## src/rtl/pclk_pkg.sv

```systemverilog
package pclk_pkg;
   localparam int ADDR_W = 3;

   localparam logic [ADDR_W-1:0] A_HSPRE = 3'd0;
   localparam logic [ADDR_W-1:0] A_LSPRE = 3'd1;
   localparam logic [ADDR_W-1:0] A_BUS   = 3'd2;
   localparam logic [ADDR_W-1:0] A_HSEN  = 3'd3;
   localparam logic [ADDR_W-1:0] A_LSEN  = 3'd4;
   localparam logic [ADDR_W-1:0] A_PWMEN = 3'd5;
   localparam logic [ADDR_W-1:0] A_SYNC  = 3'd6;

   typedef struct packed {
      logic clk_off;   // bit 2
      logic out_half;  // bit 1
      logic bus_half;  // bit 0
   } bus_cfg_t;

   localparam bus_cfg_t BUS_CFG_RST = '{clk_off: 1'b0, out_half: 1'b1, bus_half: 1'b1};

   function automatic int unsigned pre_ratio(input int unsigned n);
      return (n == 0) ? 1 : 2 * n;
   endfunction
endpackage

```

## src/rtl/pclk_prescaler.sv

```systemverilog
module pclk_prescaler #(
   parameter int PRE_W   = 3,
   parameter int RST_VAL = 1
) (
   input  logic             clk,
   input  logic             rst_n,
   input  logic             load,
   input  logic [PRE_W-1:0] din,
   output logic             tick
);
   localparam int CNT_W = PRE_W + 1;

   generate
      if (PRE_W < 1 || RST_VAL < 0 || RST_VAL >= (1 << PRE_W)) begin : g_bad_cfg
         $error("pclk_prescaler: reset value does not fit the prescale width");
      end
   endgenerate

   logic [PRE_W-1:0] pend_q;
   logic [CNT_W-1:0] cnt_q;

   function automatic logic [CNT_W-1:0] reload_of(input logic [PRE_W-1:0] n);
      return (n == '0) ? '0 : ({n, 1'b0} - CNT_W'(1));
   endfunction

   always_ff @(posedge clk) begin
      if (!rst_n) begin
         pend_q <= PRE_W'(RST_VAL);
         cnt_q  <= '0;
      end else begin
         if (load) pend_q <= din;
         if (cnt_q == '0) cnt_q <= reload_of(pend_q);
         else             cnt_q <= cnt_q - CNT_W'(1);
      end
   end

   assign tick = (cnt_q == '0);
endmodule

```

## src/rtl/pclk_busclk.sv

```systemverilog
module pclk_busclk
   import pclk_pkg::*;
(
   input  logic     clk,
   input  logic     rst_n,
   input  bus_cfg_t cfg,
   output logic     bus_tick,
   output logic     out_tick
);
   logic ph_bus_q;
   logic ph_out_q;

   always_ff @(posedge clk) begin
      if (!rst_n) begin
         ph_bus_q <= 1'b0;
         ph_out_q <= 1'b0;
      end else begin
         ph_bus_q <= ~ph_bus_q;
         if (bus_tick) ph_out_q <= ~ph_out_q;
      end
   end

   assign bus_tick = cfg.bus_half ? ph_bus_q : 1'b1;
   assign out_tick = bus_tick & ~cfg.clk_off & (cfg.out_half ? ph_out_q : 1'b1);
endmodule

```

## src/rtl/pclk_gate.sv

```systemverilog
module pclk_gate #(
   parameter int N        = 4,
   parameter bit USE_HOLD = 0
) (
   input  logic         tick,
   input  logic [N-1:0] en,
   input  logic         release_i,
   output logic [N-1:0] stb
);
   generate
      if (N < 1) begin : g_bad_n
         $error("pclk_gate: N must be at least 1");
      end
      for (genvar i = 0; i < N; i++) begin : g_bit
         if (USE_HOLD) begin : g_held
            assign stb[i] = tick & en[i] & release_i;
         end else begin : g_free
            assign stb[i] = tick & en[i];
         end
      end
      if (!USE_HOLD) begin : g_unused
         logic unused_rel;
         assign unused_rel = release_i;
      end
   endgenerate
endmodule

```

## src/rtl/pclk_gen.sv

```systemverilog
module pclk_gen
   import pclk_pkg::*;
#(
   parameter int PRE_W       = 3,
   parameter int DATA_W      = 4,
   parameter int NUM_HS      = 4,
   parameter int NUM_LS      = 4,
   parameter int NUM_PWM     = 4,
   parameter int HS_RST      = 1,
   parameter int LS_RST      = 2,
   parameter bit PWM_FROM_HS = 1
) (
   input  logic              clk,
   input  logic              rst_n,
   input  logic              wr_en,
   input  logic [2:0]        wr_addr,
   input  logic [DATA_W-1:0] wr_data,
   output logic [NUM_HS-1:0] hs_stb,
   output logic [NUM_LS-1:0] ls_stb,
   output logic [NUM_PWM-1:0] pwm_stb,
   output logic              bus_stb,
   output logic              xout_stb
);
   localparam int MAX_EN = (NUM_HS > NUM_LS) ? ((NUM_HS > NUM_PWM) ? NUM_HS : NUM_PWM)
                                             : ((NUM_LS > NUM_PWM) ? NUM_LS : NUM_PWM);
   localparam int NEED_W = (MAX_EN > PRE_W) ? ((MAX_EN > 3) ? MAX_EN : 3)
                                            : ((PRE_W > 3) ? PRE_W : 3);

   generate
      if (DATA_W < NEED_W) begin : g_bad_dw
         $error("pclk_gen: DATA_W too narrow for the widest register");
      end
   endgenerate

   logic              hs_load, ls_load;
   logic              hs_tick, ls_tick, pwm_tick;
   bus_cfg_t          bus_cfg_q;
   logic [NUM_HS-1:0] hs_en_q;
   logic [NUM_LS-1:0] ls_en_q;
   logic [NUM_PWM-1:0] pwm_en_q;
   logic              sync_q;

   assign hs_load = wr_en && (wr_addr == A_HSPRE);
   assign ls_load = wr_en && (wr_addr == A_LSPRE);

   always_ff @(posedge clk) begin
      if (!rst_n) begin
         bus_cfg_q <= BUS_CFG_RST;
         hs_en_q   <= '0;
         ls_en_q   <= '0;
         pwm_en_q  <= '0;
         sync_q    <= 1'b0;
      end else if (wr_en) begin
         case (wr_addr)
            A_BUS:   bus_cfg_q <= bus_cfg_t'(wr_data[2:0]);
            A_HSEN:  hs_en_q   <= wr_data[NUM_HS-1:0];
            A_LSEN:  ls_en_q   <= wr_data[NUM_LS-1:0];
            A_PWMEN: pwm_en_q  <= wr_data[NUM_PWM-1:0];
            A_SYNC:  sync_q    <= wr_data[0];
            default: ;
         endcase
      end
   end

   pclk_prescaler #(.PRE_W(PRE_W), .RST_VAL(HS_RST)) u_hs_pre (
      .clk(clk), .rst_n(rst_n), .load(hs_load), .din(wr_data[PRE_W-1:0]), .tick(hs_tick));

   pclk_prescaler #(.PRE_W(PRE_W), .RST_VAL(LS_RST)) u_ls_pre (
      .clk(clk), .rst_n(rst_n), .load(ls_load), .din(wr_data[PRE_W-1:0]), .tick(ls_tick));

   pclk_busclk u_bus (
      .clk(clk), .rst_n(rst_n), .cfg(bus_cfg_q), .bus_tick(bus_stb), .out_tick(xout_stb));

   generate
      if (PWM_FROM_HS) begin : g_pwm_hs
         assign pwm_tick = hs_tick;
      end else begin : g_pwm_sys
         assign pwm_tick = 1'b1;
      end
   endgenerate

   pclk_gate #(.N(NUM_HS), .USE_HOLD(0)) u_hs_gate (
      .tick(hs_tick), .en(hs_en_q), .release_i(1'b1), .stb(hs_stb));

   pclk_gate #(.N(NUM_LS), .USE_HOLD(0)) u_ls_gate (
      .tick(ls_tick), .en(ls_en_q), .release_i(1'b1), .stb(ls_stb));

   pclk_gate #(.N(NUM_PWM), .USE_HOLD(1)) u_pwm_gate (
      .tick(pwm_tick), .en(pwm_en_q), .release_i(sync_q), .stb(pwm_stb));
endmodule

```

## config.mk

```make
export PLATFORM = sky130hd
export DESIGN_NAME = pclk_gen
export DESIGN_NICKNAME = d
export VERILOG_FILES = /design/src/rtl/pclk_pkg.sv /design/src/rtl/pclk_prescaler.sv /design/src/rtl/pclk_busclk.sv /design/src/rtl/pclk_gate.sv /design/src/rtl/pclk_gen.sv
export SDC_FILE = /design/constraint.sdc
export NUM_CORES = 1
export LEC_CHECK = 0
export BUFFER_PORTS_ARGS = -buffer_cell sky130_fd_sc_hd__clkbuf_2
export CORE_MARGIN = 2
export CORE_UTILIZATION = 45
export DETAILED_ROUTE_END_ITERATION = 16
export PLACE_DENSITY = 0.78
export SYNTH_ARGS = -nofsm -noshare
export SYNTH_HDL_FRONTEND = slang
export SYNTH_SLANG_ARGS = --single-unit
```

## constraint.sdc

```tcl
create_clock -name clk -period 1.7 [get_ports clk]
set_input_delay 0.425 -clock clk [delete_from_list [all_inputs] [get_ports clk]]
set_output_delay 0.425 -clock clk [all_outputs]
set_load 0.01 [all_outputs]
```

# After elaboration in Yosys (flattened, before gate mapping)
# Index checks and enable logic that the tools add are counted.
[word_totals]
ff_bits = 32
inputBits = 10
[op_classes]
add_sub_neg = 4
n_eq_ne = 6
muxes = 6
bitwise = 21
n_reduce_logical = 12
[op_table]
columns = ["op", "count"]
rows = [
  ["$and A1 B1 Y1", 18],
  ["$mux W4", 4],
  ["$sub A4 B1 Y4 const B", 4],
  ["$reduce_and A2 Y1", 5],
  ["$eq A3 B3 Y1 const B", 3],
  ["$logic_not A3 Y1", 3],
  ["$logic_not A4 Y1", 2],
  ["$eq A3 B2 Y1 const B", 2],
  ["$eq A3 B1 Y1 const B", 1],
  ["$not A1 Y1", 3],
  ["$logic_and A1 B1 Y1", 2],
  ["$mux W1", 2],
]

# Depth between registers and ports, before layout
# Gate-level depths: netlist of the first run.
[logic_depth]
depth_word = 3
ltp_mapped = 6
ltp_nobuf = 6

# By module
# A second synthesis of the first run with hierarchy kept.
[hier_totals]
hier_cells = 168
area_unflattened_um2 = 1552.7
[by_module_without_submodules]
columns = ["mod", "instances", "cells_each", "area_per_inst_um2", "seq_area_each_um2"]
rows = [
  ["pclk_prescaler", 2, 40, 356.6, 140.1],
  ["pclk_gen", 1, 66, 664.4, 320.3],
  ["pclk_busclk", 1, 10, 100.1, 40.0],
  ["pclk_gate", 3, 4, 25.0, 0.0],
]

# Least setup slack after synthesis of the first run
# No wires, ideal clock.
[synth_path]
path_kind = "register -> output"
from = "reg u_hs_pre.cnt_q[0]"
to = "out pwm_stb[0]"
t_arrival_ns = 1.214
path_slack_ns = 0.061
stages_incl_launch_ff = 6
path_buffers = 1
cell_sequence = "dfxtp_1 > inv_1 > ha_1 > nor3b_1 > buf_2 > and3_1"
[synth_via]
elab_chain_len = 3
[synth_rtl]
columns = ["item", "line_no", "text"]
rows = [
  ["start, declared", "pclk_prescaler.sv:20", "logic [CNT_W-1:0] cnt_q;"],
  ["start signal, assigned", "pclk_prescaler.sv:32", "if (cnt_q == '0) cnt_q <= reload_of(pend_q);"],
  ["start signal, assigned", "pclk_prescaler.sv:33", "else cnt_q <= cnt_q - CNT_W'(1);"],
  ["$logic_not A4 Y1", "pclk_prescaler.sv:37", "assign tick = (cnt_q == '0);"],
  ["$and A1 B1 Y1 (2 in a row)", "pclk_gate.sv:16", "assign stb[i] = tick & en[i] & release_i;"],
  ["end, declared", "pclk_gen.sv:20", "output logic [NUM_PWM-1:0] pwm_stb,"],
]
# No other way between the ends.

# Final worst setup path of the first run
[layout_path]
from = "reg u_hs_pre.cnt_q[0]"
to = "out pwm_stb[3]"
# Same word-level chain as after synthesis.

==> impl_metrics.ini, run 1 <==
[setup_path]
r2r_slack_ns = 0.06
crit_fanout = 5
critPathRequiredTime_ns = 1.27
crit_top_cell = buf_6
cp_slowest_cell = dfxtp_2
slowest_delay_ns = 0.34
reg2reg_depth = 8
start_kind = flop
critical-path-top-delay-family = simple AND/OR/NAND/NOR gates
worstPathCellList = inv_2, ha_4, nor3b_4, buf_6, and3_4, buf_6
criticalPathCategory = reg -> out
worstReg2RegStart = u_ls_pre.cnt_q[0]
critPathArrivalTime_ns = 1.52
path_buf_inv = 3
rr_endpoint = u_ls_pre.cnt_q[3]
endpoint_kind = output port

[clock_tree]
cts_made_buffers = 5
cts_buffer_depth = 2
cts_tree = built
htree_levels = 2
insertion_delay_ns = 0.34
cts_root_buffer = clkbuf_4
numClockSinks = 32
clk_pin_slew_ns = 0.10
ctsHoldBuffers = 0

[yosys]
syn_area_um2 = 1500
syn_nets = 177
synth_cell_types = 29
syn_inst = 161
synth_seq_cells = 32
ys_warn_count = 0
syn_area_per_cell_um2 = 9.318
seq_area_frac_synth_pct = 42.70

[min_path]
hp-start = wr_data[3]
hold_end = hs_en_q[3]
worst_hold_path_type = in -> reg
hold_depth = 3

[sta]
fin_worst_skew_ns = 0.01554
tightest_slew_ns = 0.3276
relSlewSlack_pct = 78.07
rsz0062_at_grt = yes
period_needed_ns = 1.946
timing.final.max_slew_violations = 0
final_hold_viol_count = 0
fin_ws_ns = -0.2455
fin_crit_sh_pct = 114.4
setup_viol_count_final = 12
max_freq_mhz = 514.0
fin_hold_ws_ns = 0.3804

[flow_run]
max-cap-violations = 0

[power]
finalPower_mw = 2.023
ir_worst_vdd_mv = 0.7583
power_density_nw_per_um2 = 1076
power.leakage_nw = 0.8754

[detailed_routing]
wl_per_cell_um = 13.64
remaining_drc_errors = 0
viasPerCell = 5.122
drt-initial-drc-count = 44
first_pass_iters = 4
ant_nets = 0
wirelength_um = 3343
num_vias = 1255

[floorplan]
die_x_um = 61.74
die_y_um = 61.74
initial_core_util_pct = 48.35
dieArea_um2 = 3812
io_pins = 24
core.rowCount = 20
core-area_um2 = 3103

[layout]
diodes = 0
final_util_pct = 60.56
drive_gt1_share_pct = 32.34
final_common_cell = dfxtp_1
fin_cells = 245
final_cell_mix = dfxtp_1, nor2_1, mux2i_1
area_delta_synth_final_pct = 25.27
final_nets = 217
final_area_um2 = 1879

[global_route]
grt_max_degree = 25
overflow = 0
grt_pass1_vias = 1124
grt_use_total_pct = 19.26
grt_pass1_wl_um = 5140
grt_antenna_before_repair = 0

[placed_design]
portBuffers = 23
placed_area_um2 = 1672
hpwl_um = 2179
gp_congestion = 0.8421
dp.cells = 226

[status]
outcome = finished, violations left
failed_checks = negative setup slack
## cells by family after synthesis
kind of cell | share of synthesized area (%)
and+or+nand+nor | 25.52
buffers and inverters | 4.671
AOI/OAI and AO/OA | 6.838
xor gates and xnor gates | 0.5839
DFF | 42.70
muxes | 14.68
adders and majority gates | 5.004
## where the power goes
part,switching [mW],internal [mW]
clock,0.248,0.152
sequential,0.0761,0.831
combinational,0.317,0.399
total,0.641,1.38
## routing by layer
layer	global-route usage (%)	share of wire [%]
met5	0	0
met3	6.211	4.2
met4	7.295	2.0
met2	31.88	50
met1	23.36	44
## worst max-delay path by stage
stage	slack, ns	to	depth (start not counted)	from
CTS	-0.26	pwm_stb[3]	6	u_hs_pre.cnt_q[0]
finish	-0.25	pwm_stb[3]	6	u_hs_pre.cnt_q[0]
floorplan	0.06	pwm_stb[0]	5	u_hs_pre.cnt_q[0]
global route	-0.30	pwm_stb[0]	6	u_hs_pre.cnt_q[0]
global placement	0.12	ls_stb[0]	5	u_ls_pre.cnt_q[0]
detailed placement	0.05	ls_stb[3]	5	u_ls_pre.cnt_q[0]
## area by class of cell
type                            count  area, um2
Clock buffer                        6      41.29
Clock inverter                      1      5.005
Fill cell                         292       1224
Inverter                           11      41.29
Multi-Input combinational cell    112      842.1
Sequential cell                    32      645.6
Tap cell                           44      55.05
Timing Repair Buffer               39      249.0
## flip-flops by register name, indices dropped and copies added (netlist names)
register	count
bus_cfg_q	3
u_hs_pre.cnt_q	4
u_ls_pre.pend_q	3
u_bus.ph_bus_q	1
pwm_en_q	4
u_bus.ph_out_q	1
sync_q	1
hs_en_q	4
ls_en_q	4
u_ls_pre.cnt_q	4
u_hs_pre.pend_q	3
## metrics by stage
step,TNS [ns],worst slack [ns]
floorplan,0,0.06126
CTS,-2.361,-0.2611
finish,-2.362,-0.2455
global route,-3.156,-0.3007
detailed placement,0,0.05242
global placement,0,0.1169
## synth_stat cells
master	number	area, um2
nand2b_1	1	6.260
and3_1	4	25.02
nor4b_4	1	23.77
clkbuf_1	3	11.26
mux2i_1	22	220.2
or2_2	2	12.51
nand2_1	10	37.54
nor2_1	26	97.59
o21ai_0	1	5.000
buf_2	2	10.01
nand3b_1	3	22.52
a211oi_1	2	15.01
xnor2_1	1	8.760
a21o_1	3	22.52
o41ai_1	1	8.760
and4bb_2	3	37.54
nor3b_2	1	12.51
o22ai_1	1	6.260
and2_1	9	56.30
a21oi_1	7	35.03
dfxtp_1	32	640.6
o211a_1	1	10.01
inv_1	11	41.29
buf_4	1	7.510
nor3_1	1	5.000
nand4b_1	3	26.28
or3_1	2	12.51
nor3b_1	1	7.510
ha_1	6	75.07
## tightest hold or removal path: stages
cell      delay [ns]
clkbuf_2        0.11
mux2i_1         0.07
nor2_1          0.07
## what timing repair did
action / 4_1_cts / 5_1_grt
endpoints found under the hold margin: 0 / 0
resized for setup: 18 / 15
buffers inserted: 9 / 2
pin swaps: 6 / 4
setup endpoints to repair: 12 / 12
cloned: 1 / 0
No activity file was read; power rests on OpenSTA's default activity.
==> run 2, diff against run 1 <==
--- a/config.mk
+++ b/config.mk
@@ -6,6 +6,7 @@
 export NUM_CORES = 1
 export LEC_CHECK = 0
 export BUFFER_PORTS_ARGS = -buffer_cell sky130_fd_sc_hd__clkbuf_2
+export CORE_ASPECT_RATIO = 1.4
 export CORE_MARGIN = 2
 export CORE_UTILIZATION = 45
 export DETAILED_ROUTE_END_ITERATION = 16
==> constraint.sdc (replaced) <==
create_clock -name clk -period 2.3 [get_ports clk]
set_input_delay 0.575 -clock clk [delete_from_list [all_inputs] [get_ports clk]]
set_output_delay 0.575 -clock clk [all_outputs]
set_load 0.01 [all_outputs]
==> run 2 against run 1 <==
Net effect:
- the flow now finishes without violations
- clock skew shrank 0.014 ns
- worst hold slack gained 0.040 ns
- global-route usage shrank 1.4 points
- clock power grew 14%
- critical path depth is the same
- design area shrank 6.5%
- final cell count shrank 7.8%
- critical endpoint is now pwm_stb[2]
- highest routed layer unchanged
==> impl_metrics.ini, run 2 (synthesized netlist as in run 1, its figures left out) <==
[floorplan]
io_pins = 24
core-area_um2 = 3153
dieArea_um2 = 3818
die_y_um = 72.32
die_x_um = 52.80
core.rowCount = 24
initial_core_util_pct = 47.58

[min_path]
worst_hold_path_type = reg -> reg
hold_depth = 1

[setup_path]
reg2reg_depth = 6
crit_fanout = 12
critPathRequiredTime_ns = 1.73
cp.depth = 6
slowest_delay_ns = 0.35
critPathArrivalTime_ns = 1.59
start_kind = flop
cp_slowest_cell = dfxtp_1
endpoint_kind = output port
worstPathCellList = inv_1, ha_1, nor3b_2, buf_4, and3_1, clkbuf_2
criticalPathCategory = reg -> out
path_buf_inv = 3
critical-path-top-delay-family = buffers and inverters
r2r_slack_ns = 0.83

[clock_tree]
clk_pin_slew_ns = 0.06
htree_levels = 2
cts_tree = built
insertion_delay_ns = 0.28
cts_made_buffers = 5
numClockSinks = 32
cts_root_buffer = clkbuf_8
cts_buffer_depth = 2
ctsHoldBuffers = 0

[detailed_routing]
met3_length_um = 130
drt-initial-drc-count = 21
met2_length_um = 1458
topRoutingLayerUsed = met4
ant_nets = 0
num_vias = 1176
wirelength_um = 2850
wl_met1_um = 1189
viasPerCell = 5.204
wl_per_cell_um = 12.61
first_pass_iters = 4
remaining_drc_errors = 0

[placed_design]
hpwl_um = 2060
portBuffers = 23
dp.cells = 219
gp_congestion = 0.7328

[sta]
fin_worst_skew_ns = 0.001540
fin_hold_ws_ns = 0.4203
final_hold_viol_count = 0
period_needed_ns = 2.168
timing.final.max_slew_violations = 0
rsz0062_at_grt = no
tightest_slew_ns = 0.3447
setup_tns_ns = 0
max_freq_mhz = 461.2
setup_viol_count_final = 0
relSlewSlack_pct = 76.92
fin_crit_sh_pct = 94.27

[global_route]
grt_max_degree = 15
grt_pass1_wl_um = 5030
grt_pass1_vias = 1128
grt_antenna_before_repair = 0
overflow = 0
grt_use_total_pct = 17.82

[power]
p_comb_share_pct = 22.6
pwr-share-seq_pct = 45.8
power.leakage_nw = 0.8190
power_frac_clock_pct = 31.7
p_sw_mw = 0.4091
ir_worst_vdd_mv = 0.5162
internal-power_mw = 1.038
swShare_pct = 28.27
power_density_nw_per_um2 = 823.1

[layout]
fin_cells = 226
fillers = 290
final_common_cell = dfxtp_1
final_cell_mix = dfxtp_1, nor2_1, clkbuf_2
final_nets = 203
drive_gt1_share_pct = 21.39
diodes = 0
area_delta_synth_final_pct = 17.18

[flow_run]
max-cap-violations = 0

[status]
outcome = complete, no violations
## run 2: cell count changes in the layout (fill, tap and decap cells not counted), sizes merged
cell,previous run,this run
clkinv,1,0
clkbuf,17,30
buf,28,2
## run 2: path summary, 6_finish.rpt
kind | endpoint | start
worst min-delay path | u_bus.ph_bus_q | u_bus.ph_bus_q
worst max-delay path | pwm_stb[2] | u_hs_pre.cnt_q[0]
worst max register to register | u_hs_pre.cnt_q[1] | u_hs_pre.cnt_q[0]
worst min register to register | u_bus.ph_bus_q | u_bus.ph_bus_q
## run 2: through the flow
step	util [%]	setup WS, ns	power, mW	area [um2]
after global placement	52.34	0.4782	0.9693	1650
after detailed placement	52.34	0.4416	0.9789	1650
after global routing	55.75	0.001339	1.531	1758
after floorplan	-	0.5113	0.8939	1500
after CTS	55.40	0.1070	1.441	1747
final	55.75	0.1319	1.447	1758
## run 2: layout make-up
type | instances | area (um2) | area share [%]
clock buffers | 7 | 96.34 | 5.480
inverters | 11 | 41.29 | 2.349
multi-input cells | 112 | 800.8 | 45.55
flip-flops and latches | 32 | 640.6 | 36.44
well taps | 39 | 48.80 | 2.776
repair buffers | 25 | 130.1 | 7.402
## run 2: power groups by stage
stage	clock, mW	combinational (mW)	sequential, mW
global placement	0	0.302	0.667
finish	0.458	0.326	0.662
detailed placement	0	0.310	0.669
global route	0.485	0.373	0.673
CTS	0.471	0.313	0.657
floorplan	0	0.239	0.655
## run 2: repair_timing
item                       CTS  global route
gates resized for setup      0             2
buffers inserted             0             0
setup endpoints to repair    0             9
## run 2: routing by layer
metal	GRT usage, %	up-vias
met3	4.115	7
met2	30.42	22
li1	-	593
met5	0	-
met1	19.95	554
met4	9.687	0
